[config.mk]
export PLATFORM = sky130hd
export DESIGN_NAME = lp_run_ctrl
export DESIGN_NICKNAME = d
export VERILOG_FILES = /design/src/rtl/lp_rc_pkg.sv /design/src/rtl/lp_rc_decode.sv /design/src/rtl/lp_rc_period_sel.sv /design/src/rtl/lp_rc_sleep_timer.sv /design/src/rtl/lp_run_ctrl.sv
export SDC_FILE = /design/constraint.sdc
export NUM_CORES = 1
export LEC_CHECK = 0
export BUFFER_PORTS_ARGS = -buffer_cell sky130_fd_sc_hd__buf_2
export CORE_UTILIZATION = 45
export CTS_CLUSTER_DIAMETER = 120
export DETAILED_ROUTE_END_ITERATION = 10
export GPL_TIMING_DRIVEN = 0
export PLACE_DENSITY = 0.82
export SLEW_MARGIN = 0
export SYNTH_ARGS = -nofsm -noshare
export SYNTH_HDL_FRONTEND = slang
export SYNTH_SLANG_ARGS = --single-unit
[constraint.sdc]
create_clock -name clk_i -period 4.4 [get_ports clk_i]
set_input_delay 0.88 -clock clk_i [delete_from_list [all_inputs] [get_ports clk_i]]
set_output_delay 0.88 -clock clk_i [all_outputs]
set_load 0.05 [all_outputs]
[src/rtl/lp_rc_pkg.sv]
package lp_rc_pkg;
  localparam logic [3:0] OPC_HALT = 4'd11;
  localparam logic [3:0] OPC_END  = 4'd9;
  localparam logic [2:0] SUB_WAKE = 3'd0;
  localparam logic [2:0] SUB_SEL  = 3'd1;

  typedef struct packed {
    logic       halt;
    logic       wake;
    logic       sel;
    logic [3:0] sel_idx;
  } rc_evt_t;
endpackage

[src/rtl/lp_rc_decode.sv]
module lp_rc_decode
  import lp_rc_pkg::*;
(
  input  logic        valid_i,
  input  logic [31:0] insn_i,
  output rc_evt_t     evt_o
);
  logic [3:0] major;
  logic [2:0] sub;
  logic       unused_bits;

  assign major       = insn_i[31:28];
  assign sub         = insn_i[27:25];
  assign unused_bits = ^insn_i[24:4];

  always_comb begin
    evt_o = '0;
    if (valid_i) begin
      evt_o.halt    = (major == OPC_HALT);
      evt_o.wake    = (major == OPC_END) && (sub == SUB_WAKE) && insn_i[0];
      evt_o.sel     = (major == OPC_END) && (sub == SUB_SEL);
      evt_o.sel_idx = insn_i[3:0];
    end
  end
endmodule

[src/rtl/lp_rc_period_sel.sv]
module lp_rc_period_sel #(
  parameter int NUM_PERIODS = 5,
  parameter int CNT_W       = 16,
  localparam int SEL_W      = $clog2(NUM_PERIODS)
) (
  input  logic [NUM_PERIODS*CNT_W-1:0] periods_i,
  input  logic [SEL_W-1:0]             sel_i,
  output logic [CNT_W-1:0]             period_o
);
  logic [CNT_W-1:0] slot [NUM_PERIODS];

  for (genvar g = 0; g < NUM_PERIODS; g++) begin : g_slot
    assign slot[g] = periods_i[g*CNT_W +: CNT_W];
  end

  always_comb begin
    period_o = '0;
    for (int k = 0; k < NUM_PERIODS; k++) begin
      if (sel_i == SEL_W'(k)) period_o = slot[k];
    end
  end
endmodule

[src/rtl/lp_rc_sleep_timer.sv]
module lp_rc_sleep_timer #(
  parameter int CNT_W = 16
) (
  input  logic             clk_i,
  input  logic             rst_ni,
  input  logic             arm_i,
  input  logic             cancel_i,
  input  logic [CNT_W-1:0] period_i,
  output logic             expire_o
);
  logic [CNT_W-1:0] cnt_q;
  logic             sleep_q;

  // >= rather than == so a period lowered mid-sleep cannot wrap the counter
  assign expire_o = sleep_q && (cnt_q >= period_i);

  always_ff @(posedge clk_i or negedge rst_ni) begin
    if (!rst_ni) begin
      cnt_q   <= '0;
      sleep_q <= 1'b0;
    end else if (arm_i) begin
      cnt_q   <= '0;
      sleep_q <= 1'b1;
    end else if (cancel_i || expire_o) begin
      sleep_q <= 1'b0;
    end else if (sleep_q) begin
      cnt_q <= cnt_q + 1'b1;
    end
  end
endmodule

[src/rtl/lp_run_ctrl.sv]
module lp_run_ctrl
  import lp_rc_pkg::*;
#(
  parameter int NUM_PERIODS = 5,
  parameter int CNT_W       = 16,
  parameter int PC_W        = 11
) (
  input  logic                         clk_i,
  input  logic                         rst_ni,
  input  logic                         host_start_i,
  input  logic [PC_W-1:0]              start_addr_i,
  input  logic [NUM_PERIODS*CNT_W-1:0] periods_i,
  input  logic                         insn_valid_i,
  input  logic [31:0]                  insn_i,
  input  logic                         tmr_clr_i,
  output logic                         run_o,
  output logic                         pc_load_o,
  output logic [PC_W-1:0]              pc_addr_o,
  output logic                         wake_o
);
  localparam int SEL_W = $clog2(NUM_PERIODS);

  rc_evt_t          evt;
  logic [SEL_W-1:0] sel_q, sel_d;
  logic [CNT_W-1:0] period;
  logic             run_q, tmr_en_q, tmr_en_d;
  logic             halt_acc, arm, restart, expire, pc_load_d;

  lp_rc_decode u_decode (
    .valid_i (insn_valid_i && run_q),
    .insn_i  (insn_i),
    .evt_o   (evt)
  );

  lp_rc_period_sel #(.NUM_PERIODS(NUM_PERIODS), .CNT_W(CNT_W)) u_psel (
    .periods_i (periods_i),
    .sel_i     (sel_q),
    .period_o  (period)
  );

  lp_rc_sleep_timer #(.CNT_W(CNT_W)) u_timer (
    .clk_i    (clk_i),
    .rst_ni   (rst_ni),
    .arm_i    (arm),
    .cancel_i (!tmr_en_q || tmr_clr_i || host_start_i),
    .period_i (period),
    .expire_o (expire)
  );

  always_comb begin
    int unsigned idx;
    idx   = 32'(evt.sel_idx);
    sel_d = sel_q;
    if (evt.sel) sel_d = (idx >= NUM_PERIODS) ? SEL_W'(NUM_PERIODS - 1) : SEL_W'(idx);
  end

  assign tmr_en_d  = host_start_i ? 1'b1 : (tmr_clr_i ? 1'b0 : tmr_en_q);
  assign halt_acc  = evt.halt && !host_start_i;
  assign arm       = halt_acc && tmr_en_d;
  assign restart   = expire && tmr_en_q && !tmr_clr_i && !host_start_i;
  assign pc_load_d = host_start_i || restart;

  always_ff @(posedge clk_i or negedge rst_ni) begin
    if (!rst_ni) begin
      run_q     <= 1'b0;
      tmr_en_q  <= 1'b0;
      sel_q     <= '0;
      pc_load_o <= 1'b0;
      pc_addr_o <= '0;
      wake_o    <= 1'b0;
    end else begin
      tmr_en_q  <= tmr_en_d;
      sel_q     <= sel_d;
      pc_load_o <= pc_load_d;
      wake_o    <= evt.wake;
      if (pc_load_d) begin
        run_q     <= 1'b1;
        pc_addr_o <= start_addr_i;
      end else if (halt_acc) begin
        run_q <= 1'b0;
      end
    end
  end

  assign run_o = run_q;
endmodule

# ---- After elaboration in Yosys (flattened, before gate mapping)
# Index checks and enable logic that the tools add are counted.
dict set report word_totals {
  in_bits 128
  ff_bits 35
  out_inout_bits 14
}
dict set report classes {
  eq_ne 8
  n_mux 16
  magnitude_cmp 2
  reduce_logical 23
  add_sub_neg 1
}
# operator count
set ops {}
lappend ops {{two-way mux 16 bit} 8}
lappend ops {{adder 16 x 1 -> 16 bit, second input constant} 1}
lappend ops {{greater-or-equal comparator 16 bit} 1}
lappend ops {{logical AND 1 bit} 10}
lappend ops {{== test 4 bit, second input constant} 2}
lappend ops {{two-way mux 7 bit} 1}
lappend ops {{== test 3 x 1 -> 1 bit, second input constant} 2}
lappend ops {{== test 3 x 2 -> 1 bit, second input constant} 2}
lappend ops {{logical NOT 3 bit} 2}
lappend ops {{two-way mux 1 bit} 6}
lappend ops {{nonzero test 2 bit} 3}
lappend ops {{greater-or-equal comparator 4 x 3 -> 1 bit, second input constant} 1}
lappend ops {{logical OR 1 bit} 4}
lappend ops {{== test 3 bit, second input constant} 1}
lappend ops {{logical NOT 1 bit} 3}
lappend ops {{two-way mux 3 bit} 1}
lappend ops {{!= test 2 bit, second input constant} 1}
lappend ops {{AND reduction 2 bit} 1}

# ---- Longest topological paths before layout
# Gate-level depths: netlist of the first run.
dict set report depth {
  word_depth 13
  depth_mapped 14
}

# ---- Hierarchy
# Synthesis of the first run repeated with hierarchy kept, for this count alone.
dict set report unflattened {
  cells_unflattened 356
  hier_area_um2 3146.8
}
# module seq_area_each_um2 instances cells_each area_per_inst_um2
set modules_own_cells {}
lappend modules_own_cells {lp_rc_sleep_timer 425.4 1 164 1405.1}
lappend modules_own_cells {lp_run_ctrl 450.4 1 85 982.2}
lappend modules_own_cells {lp_rc_period_sel 0.0 1 96 675.6}
lappend modules_own_cells {lp_rc_decode 0.0 1 11 83.8}

# ---- Worst setup path before layout of the first run
# OpenSTA, ideal clock, no wires.
dict set report synth_path {
  path_kind {reg-to-reg}
  from {reg sel_q[0]}
  to {reg pc_addr_o[2]}
  path_buffers 3
  t_arrival_ns 3.456
  period_less_slack_ns 3.581
  setup_slack_ns 0.819
  stages_incl_launch_ff 13
  path_cell_list {dfrtp_1 clkbuf_1 buf_2 nor3_1 a22oi_1 ha_1 nand4_1 nor3_1 o311ai_2 nand3_2 o21a_1 buf_2 mux2_2}
}
dict set report synth_between {
  elab_chain_cells 12
}
# element line
set synth_rtl {}
lappend synth_rtl {{from (decl)} lp_run_ctrl.sv:24} ;# logic [SEL_W-1:0] sel_q, sel_d;
lappend synth_rtl {{from (signal assigned)} lp_run_ctrl.sv:73} ;# sel_q <= sel_d;
lappend synth_rtl {{logical NOT 3 bit} lp_rc_period_sel.sv:19} ;# if (sel_i == SEL_W'(k)) period_o = slot[k];
lappend synth_rtl {{two-way mux 16 bit (4 in a row)} lp_rc_period_sel.sv:19}
lappend synth_rtl {{two-way mux 16 bit (*)} lp_rc_period_sel.sv:19}
lappend synth_rtl {{greater-or-equal comparator 16 bit (*)} lp_rc_sleep_timer.sv:15} ;# assign expire_o = sleep_q && (cnt_q >= period_i);
lappend synth_rtl {{logical AND 1 bit (*)} lp_rc_sleep_timer.sv:15}
lappend synth_rtl {{logical AND 1 bit (*) (3 in a row)} lp_run_ctrl.sv:60} ;# assign restart = expire && tmr_en_q && !tmr_clr_i && !host_start_i;
lappend synth_rtl {{logical OR 1 bit (*)} lp_run_ctrl.sv:61} ;# assign pc_load_d = host_start_i || restart;
lappend synth_rtl {{via pc_load_d} lp_run_ctrl.sv:27} ;# logic halt_acc, arm, restart, expire, pc_load_d;
lappend synth_rtl {{to (signal assigned)} lp_run_ctrl.sv:78} ;# pc_addr_o <= start_addr_i;
lappend synth_rtl {{to (decl)} lp_run_ctrl.sv:18} ;# output logic [PC_W-1:0] pc_addr_o,
# Mark *: on every way through the listed nets, which the timed path passes. The rest lies on a longest branch.
# A chain may end at the register's enable or synchronous reset.

# ---- Final worst setup path of the first run
dict set report layout_path {
  from {reg sel_q[1]}
  to {reg pc_addr_o[9]}
}
# The elaborated chain is that of the path after synthesis.

==> results of run 1 <==
-- routing by layer --
metal  share of wire  vias up
li1                -     1281
met1            0.41     1260
met2            0.51      105
met3           0.058       12
met4           0.013        0
met5               0        -
-- area by class of cell --
cell class	count	area [um2]	share of cell area
plain buffers	13	58.81	0.01771
clock buffers	7	76.32	0.02298
clock inverters	1	5.005	0.001507
inverters	2	7.507	0.002261
multi-input cells	216	1607	0.4838
flip-flops and latches	35	875.8	0.2638
well taps	72	90.09	0.02713
repair buffers	120	600.6	0.1809
-- repair_timing --
action,4_1_cts,5_1_grt
resized for setup,1,0
cloned,0,0
setup endpoints to repair,4,9
-- how the worst max path moves through the flow --
stage | start | end | slack, ns | cells after the start
final | sel_q[1]$_DFFE_PN0P_ | pc_addr_o[9]$_DFFE_PN0P_ | 0.35 | 12
after CTS | sel_q[0]$_DFFE_PN0P_ | pc_addr_o[2]$_DFFE_PN0P_ | 0.12 | 12
after floorplan | sel_q[0]$_DFFE_PN0P_ | pc_addr_o[2]$_DFFE_PN0P_ | 0.82 | 12
after global placement | sel_q[0]$_DFFE_PN0P_ | pc_addr_o[6]$_DFFE_PN0P_ | 0.11 | 12
after detailed placement | sel_q[0]$_DFFE_PN0P_ | pc_addr_o[2]$_DFFE_PN0P_ | -0.008 | 12
after global routing | sel_q[1]$_DFFE_PN0P_ | pc_addr_o[9]$_DFFE_PN0P_ | 0.09 | 12
-- cells in the mapped netlist (2+ instances only) --
cell type / n / share of area
sky130_fd_sc_hd__mux2_2: 11 / 0.049
sky130_fd_sc_hd__ha_1: 17 / 0.083
sky130_fd_sc_hd__a22oi_1: 16 / 0.047
sky130_fd_sc_hd__nor2_1: 12 / 0.018
sky130_fd_sc_hd__mux2i_1: 8 / 0.031
sky130_fd_sc_hd__nor2b_1: 5 / 0.012
sky130_fd_sc_hd__or4_1: 8 / 0.024
sky130_fd_sc_hd__and3b_1: 2 / 0.0069
sky130_fd_sc_hd__nor3_1: 4 / 0.0079
sky130_fd_sc_hd__clkbuf_1: 9 / 0.013
sky130_fd_sc_hd__o31ai_1: 8 / 0.024
sky130_fd_sc_hd__buf_2: 2 / 0.0039
sky130_fd_sc_hd__or3_1: 3 / 0.0074
sky130_fd_sc_hd__nand2_1: 28 / 0.041
sky130_fd_sc_hd__a21oi_1: 30 / 0.059
sky130_fd_sc_hd__o21ai_0: 21 / 0.041
sky130_fd_sc_hd__nand3_1: 8 / 0.016
sky130_fd_sc_hd__or3_2: 3 / 0.0088
sky130_fd_sc_hd__mux4_2: 8 / 0.071
sky130_fd_sc_hd__buf_1: 2 / 0.0029
sky130_fd_sc_hd__nand4_1: 3 / 0.0074
sky130_fd_sc_hd__dfrtp_1: 35 / 0.34
-- power breakdown --
group | switching (mW) | internal [mW] | leakage [nW]
sequential | 0.0129 | 0.340 | 0.454
clock | 0.111 | 0.111 | 0.0422
combinational | 0.142 | 0.103 | 1.04
-- per-stage QoR --
step                utilization  setup slack [ns]  hold WS, ns  std cells
floorplan                     -            0.8187       0.4997        267
global placement         0.5917            0.1075       0.4875        459
detailed placement       0.5917         -0.007535       0.4964        459
CTS                      0.6075            0.1215       0.5143        467
global route             0.6068           0.08681       0.5254        466
finish                   0.6068            0.3548       0.5097        466
-- state kept, by name (all words and copies together) (netlist names) --
name             flops
u_timer.cnt_q       16
sel_q                3
pc_load_o            1
run_o                1
u_timer.sleep_q      1
wake_o               1
pc_addr_o           11
tmr_en_q             1
-- worst register-to-register path: stages (launching register included) --
cell	delay [ns]
sky130_fd_sc_hd__dfrtp_1	0.36
sky130_fd_sc_hd__clkbuf_1	0.50
sky130_fd_sc_hd__clkbuf_1	0.42
sky130_fd_sc_hd__mux4_2	0.37
sky130_fd_sc_hd__a22oi_1	0.19
sky130_fd_sc_hd__ha_1	0.19
sky130_fd_sc_hd__nand4_1	0.15
sky130_fd_sc_hd__nor3_1	0.41
sky130_fd_sc_hd__o311ai_2	0.25
sky130_fd_sc_hd__nand3_2	0.23
sky130_fd_sc_hd__o21a_1	0.24
sky130_fd_sc_hd__buf_2	0.26
sky130_fd_sc_hd__mux2_2	0.36
-- cell families (layout without fill, tap and decap cells) --
logic type                 after synthesis  count (layout)  share of synthesized area
AOI/OAI and AO/OA                       83              83                     0.1979
adders and majority gates               17              17                    0.08350
buffers and inverters                   16             143                    0.02750
DFF                                     35              35                     0.3438
muxes                                   27              27                     0.1508
and+or+nand+nor                         89              89                     0.1965
==> metrics list, run 1 <==
* Cells after synthesis: 267
- The first routing iteration left 121 violations.
- Arrival time at the worst endpoint: 4.21 ns
- Per-cell via count in the routed design: 5.704
* Worst ir drop on vdd: 0.2260 mV
* Count of nets after finishing: around 540
* Most used cells in the layout excluding fill and tap cells: 122 x sky130_fd_sc_hd__buf_2, 35 x sky130_fd_sc_hd__dfrtp_1, 30 x sky130_fd_sc_hd__a21oi_1
* Clock root buffer: sky130_fd_sc_hd__clkbuf_8
* GRT met3 Usage: 0.05595
- The initial utilization of the core area, before any placement, comes to 0.4655.
* Longest individual stage delay on the worst path: about 0.50 ns
- Clock period minus worst slack: 4.045 ns
- Worst setup SP type: flip-flop
- Yosys Warn Count: 0
- The number of cells on the worst reg-to-reg path is 12.
- Buffers inserted to repair hold after CTS numbered 0.
- In this run, distinct cell masters in the synthesized netlist total between 40 and 50.
- Type of the worst setup path: flip-flop to flip-flop
* Reg2reg setup slack: 0.35 ns
- Clock tree synthesis found a total of 35 sinks.
* Synthesized area per cell: around 9.5 um2
- Global route hottest layer: met2
- Height of the die: 77.24 um
* Origin of the worst min-delay path: pc_addr_o[10]$_DFFE_PN0P_
- Slowest CP cell: sky130_fd_sc_hd__clkbuf_1
- The first detailed-routing pass took 4 iterations.
- Post-Place Cell Area: around 3200 um2
* Post-synthesis to final-layout area growth: 30.35%
- Row count: 27
* End of the worst register-to-register path: pc_addr_o[9]$_DFFE_PN0P_
- Dividing the final minimum period by the clock period gives 0.9194.
* Clock tree from TritonCTS: yes
- Worst clock skew: between 0.006 and 0.007 ns
* Worst path most repeated cell: sky130_fd_sc_hd__clkbuf_1
* Post-synthesis sequential area ratio: 0.3438
- Family with the most delay on the worst path: buffers and inverters
* Max Cap Violations: 0
* Count of state elements after synthesis: 35
- Count of endpoints failing hold in the final timing report: 0
- The number of buffers and inverters on the critical path is 3.
- Fraction of synthesis flops using an asynchronous set or reset pin: 1.000
- The synthesized design contains 0 enable-type register cells.
* Overall fraction of global-route tracks in use: 0.2438
* Commonest non-fill, non-tap cell in the layout: sky130_fd_sc_hd__buf_2
* Total wirelength of the detailed-routed design: between 6 and 7 mm
- For this design the static power due to leakage is 1.541 nW.
* Number of I/O port buffers: 120
* Critical Path Fanout Max: 10
- The routed layout has 2658 vias.
* Postcts setup bufs: 0
- Reg-to-Reg Start: sel_q[1]$_DFFE_PN0P_
* CTS H-tree lvls: 2
- Class of the most critical hold timing path: flip-flop to flip-flop
- Among all flip-flop cells after synthesis, the most frequent one is sky130_fd_sc_hd__dfrtp_1.
- Fraction of layout cells with a size suffix above 1: 0.4061
- CP required: 4.56 ns
- The die covers between 5000 and 6000 um2.
- Met1 layer usage reported by global route: 0.2955
- Global-route wire length before repair: 11.68 mm
- For this design the ratio of total power to cell area is 246.9 nW/um2.
- Hold endpoint: pc_addr_o[10]$_DFFE_PN0P_
* CTS Buffer Depth: 2
* Measured slew at the worst slew-check pin: 0.7772 ns
- Final Cell Area: 3321 um2
* Cells along the critical path: clkbuf_1 -> clkbuf_1 -> mux4_2 -> a22oi_1 -> ha_1 -> nand4_1 -> nor3_1 -> o311ai_2 -> nand3_2 -> o21a_1 -> buf_2 -> mux2_2
* Met2 usage in global routing: 0.4239
* Die X-Extent: between 70 and 80 um
- After routing, the total negative slack on setup checks comes to 0 ns.
- Final count of pins violating max slew: 0
* Status: finished clean
- The repair_antennas step left the layout with diodes totalling 0.
- Final setup violating endpoints: 0
* Core outline area: 5473 um2
* Residual overflow from global routing: 0
- Maximum operating frequency: ~0.25 GHz
- Entering global routing, the biggest net connects 36 pins.
- After legalization and detailed placement, the total HPWL measured 5.694 mm.
* Initial antenna violation count: 0
* Setup repair after global routing missed its margin: false
* Cts bufs inserted: 5
* Number of ports placed on the die boundary: 142
- Fill cells in the final layout number 508.
* Vias in the first global route: approximately 2700
- Tightest slew margin relative to the limit: 0.4819
* Post-route DRC: 0
- The cell area that synthesis handed to floorplanning was roughly 2500 um2.
* Total power after layout: 819.9 uW
- Post-CTS clock slew at the launch and capture registers of the worst setup and hold paths: 0.07 ns
- In the final routed layout, each cell accounts on average for 14.78 um.
- The number of nets in the synthesized netlist is 412.
* Crit path capture type: flip-flop
* Antenna-violating nets left: 0
- Clock network latency to the later pin of the worst-skew pair: 0.28 ns
- Count of cells along the worst hold path: 1
- Routability Congestion: approximately 0.87
Note: power is estimated with default switching activity, not from simulation.
==> run 2, diff against run 1 <==
clock period = 4.15 ns   (was 4.4 ns; I/O delays follow)
==> metrics list, run 2 (synthesis results as in run 1) <==
- Cells along the critical path: clkinv_1 -> nor2_1 -> a22oi_1 -> nor2_1 -> a21oi_1 -> ha_1 -> nand4_1 -> nor3_1 -> o311ai_2 -> nand3_2 -> o21a_1 -> buf_2 -> mux2_2
* Worst path most repeated cell: sky130_fd_sc_hd__nor2_1
- In this design, the stage delay of the slowest critical-path cell is 0.50 ns.
- Reg2reg setup slack: 0.24 ns
* Post-route DRC: 0
* Largest regs: u_timer.cnt_q x16, pc_addr_o x11, sel_q x3
- Origin of the worst min-delay path: pc_addr_o[10]$_DFFE_PN0P_
- The tool flagged a number of max-cap violations equal to 0.
- Vias: roughly 2600
- For this run, the total global-route usage over all layers was measured as 0.2438.
- Worst clock skew: 0.006289 ns
- The register with the most flip-flops in the layout has 16 of them.
- Tightest slew margin relative to the limit: 0.4805
- Of the total power, registers draw 0.431.
- Measured along the x axis, the die boundary spans just under 80 um.
- Among cell families on the critical path, the largest total delay comes from simple AND/OR/NAND/NOR gates.
- The number of antenna violations at the first check in global routing was 0.
* Reg-to-Reg Start: sel_q[2]$_DFFE_PN0P_
* Class of the most critical hold timing path: flip-flop to flip-flop
* Clock share of power: 0.271
- Based on the critical path, the design can be clocked at up to around 0.26 GHz.
- Maximum number of pins on one net before global-route repair: 36
- Largest register by flop count: u_timer.cnt_q
- The number of max-slew violations in the final report is 0.
- Setup violations remaining at the end of the flow were counted as 0.
- Static leakage: 1.538 nW
- After the last flow step, the layout net total stands at 538.
- Detailed Route Iter0 Violations: 109
* WP buf/inv: 2
- Count of cells along the worst hold path: 1
- Worst setup SP type: flip-flop
- Count of cells resized by post-cts repair: 1
- 142 I/O pins were placed.
- Number of filler cells placed in the layout: 506
- After detailed routing, the total wire length is 6.923 mm.
* CTS Buffer Depth: 2
- Final Cell Area: between 3000 and 4000 um2
- Dividing the final minimum period by the clock period gives 0.9416.
* Crit path capture type: flip-flop
- For this design, the sink count on the clock tree is 35.
- Setup repair after global routing missed its margin: false
- The critical path is of the flip-flop to flip-flop type.
- The flow ran to the end, and the final reports show no timing, DRC or antenna violations.
* Cts bufs inserted: 5
- Count of endpoints failing hold in the final timing report: 0
* Critical Path Fanout Max: 10
- Post-Place Cell Area: about 3200 um2
- Once detail routing completed, the nets flagged for antenna violations numbered 0.
- Slowest CP cell: sky130_fd_sc_hd__nor2_1
- Hold buffer count at CTS: 0
- The floorplan step set the die height to ~77 um.
- Smallest hold slack: 0.5098 ns
- Row count: 27
* Clock period minus worst slack: 3.908 ns
- Hold endpoint: pc_addr_o[10]$_DFFE_PN0P_
- CTS H-tree lvls: 2
* Number of I/O port buffers: 120
* Arrival time at the worst endpoint: roughly 4.1 ns
- Global-route wire length before repair: around 12 mm
* Fraction of layout cells with a size suffix above 1: 0.4112
* End of the worst register-to-register path: pc_addr_o[9]$_DFFE_PN0P_
- Leaving out fill and tap cells, the most frequent cell in the layout is sky130_fd_sc_hd__buf_2.
- VDD sags by at most 0.2398 mV.
* Most used cells in the layout excluding fill and tap cells: 122 x sky130_fd_sc_hd__buf_2, 34 x sky130_fd_sc_hd__dfrtp_1, 30 x sky130_fd_sc_hd__a21oi_1
- Worst-case reg-to-reg path depth: 13
* Pre-Repair DR Iteration Count: 5
- For this design the total switching power over the nets is ~280 uW.
- Post-CTS clock slew at the launch and capture registers of the worst setup and hold paths: 0.07 ns
* Vias in the first global route: 2740
- Routability Congestion: slightly below 0.9
- The internal portion of the total power is 588.1 uW.
- TritonCTS built the clock tree.
- CP required: 4.31 ns
- Clock network latency to the later pin of the worst-skew pair: ~0.28 ns
- Share of total power consumed by net switching: 0.3245
- Post-synthesis to final-layout area growth: 30.70%
* Postcts setup bufs: 0
- For this design the ratio of total power to cell area is between 200 and 300 nW/um2.
* HPWL reported at the end of detailed placement: 5.694 mm
* Core outline area: 5473 um2
- For this configuration, the core starts out at a cell density of 0.4655.
- The share of total power dissipated in combinational logic is 0.299.
- Post-route setup TNS: 0 ns
* WL/cell: 14.86 um
* Per-cell via count in the routed design: 5.663
- Measured slew at the worst slew-check pin: 0.7793 ns
- After global routing the overflow that remains totals 0.
* Clock root buffer: sky130_fd_sc_hd__clkbuf_8
* Antenna Cells: 0
- Full die area: about 6000 um2
## run 2: per-stage QoR
stage | utilization | power [mW] | worst slack, ns | std cells
floorplan | - | 0.5419 | 0.5687 | 267
global placement | 0.5917 | 0.6317 | -0.1425 | 459
detailed placement | 0.5917 | 0.6415 | -0.2575 | 459
CTS | 0.6068 | 0.8750 | 0.08585 | 466
global route | 0.6084 | 0.9179 | 0.02123 | 466
finish | 0.6084 | 0.8706 | 0.2423 | 466
## run 2: worst reg2reg max path: stages (launching register included)
cell and delay, ns:
sky130_fd_sc_hd__dfrtp_1 0.40, sky130_fd_sc_hd__clkinv_1 0.29, sky130_fd_sc_hd__nor2_1 0.50, sky130_fd_sc_hd__a22oi_1 0.17, sky130_fd_sc_hd__nor2_1 0.13, sky130_fd_sc_hd__a21oi_1 0.06
sky130_fd_sc_hd__ha_1 0.31, sky130_fd_sc_hd__nand4_1 0.15, sky130_fd_sc_hd__nor3_1 0.41, sky130_fd_sc_hd__o311ai_2 0.26, sky130_fd_sc_hd__nand3_2 0.24, sky130_fd_sc_hd__o21a_1 0.25
sky130_fd_sc_hd__buf_2 0.26, sky130_fd_sc_hd__mux2_2 0.36
## run 2: how the worst max path moves through the flow
stage	endpoint	cells past startpoint	startpoint	slack, ns
after floorplan	pc_addr_o[2]$_DFFE_PN0P_	12	sel_q[0]$_DFFE_PN0P_	0.57
after global placement	pc_addr_o[6]$_DFFE_PN0P_	12	sel_q[0]$_DFFE_PN0P_	-0.14
after detailed placement	pc_addr_o[2]$_DFFE_PN0P_	12	sel_q[0]$_DFFE_PN0P_	-0.26
after CTS	pc_addr_o[2]$_DFFE_PN0P_	11	sel_q[0]$_DFFE_PN0P_	0.09
after global routing	pc_addr_o[9]$_DFFE_PN0P_	13	sel_q[2]$_DFFE_PN0P_	0.02
final	pc_addr_o[9]$_DFFE_PN0P_	13	sel_q[2]$_DFFE_PN0P_	0.24
## run 2: area by class of cell
class / count / area [um2] / share of cell area
Tap cell: 72 / 90.09 / 0.02706
Inverter: 2 / 7.507 / 0.002255
Buffer: 13 / 60.06 / 0.01804
Clock inverter: 1 / 5.005 / 0.001503
Timing Repair Buffer: 120 / 600.6 / 0.1804
Sequential cell: 35 / 877.1 / 0.2634
Clock buffer: 7 / 76.32 / 0.02292
Multi-Input combinational cell: 216 / 1613 / 0.4844
## run 2: layer usage
layer  share of wire  vias to the layer above  GRT usage
li1                -                     1279          -
met1            0.41                     1243     0.2947
met2            0.51                      105     0.4239
met3           0.058                       12    0.05714
met4           0.013                        0    0.07925
met5               0                        -          0
## run 2: power by group through the flow
stage | Combinational (mW) | Clock, mW | Sequential (mW)
2_1_floorplan | 0.105 | 0 | 0.437
3_3_place_gp | 0.254 | 0 | 0.377
3_5_place_dp | 0.263 | 0 | 0.379
4_1_cts | 0.260 | 0.239 | 0.375
5_1_grt | 0.282 | 0.258 | 0.378
6_report | 0.260 | 0.236 | 0.375
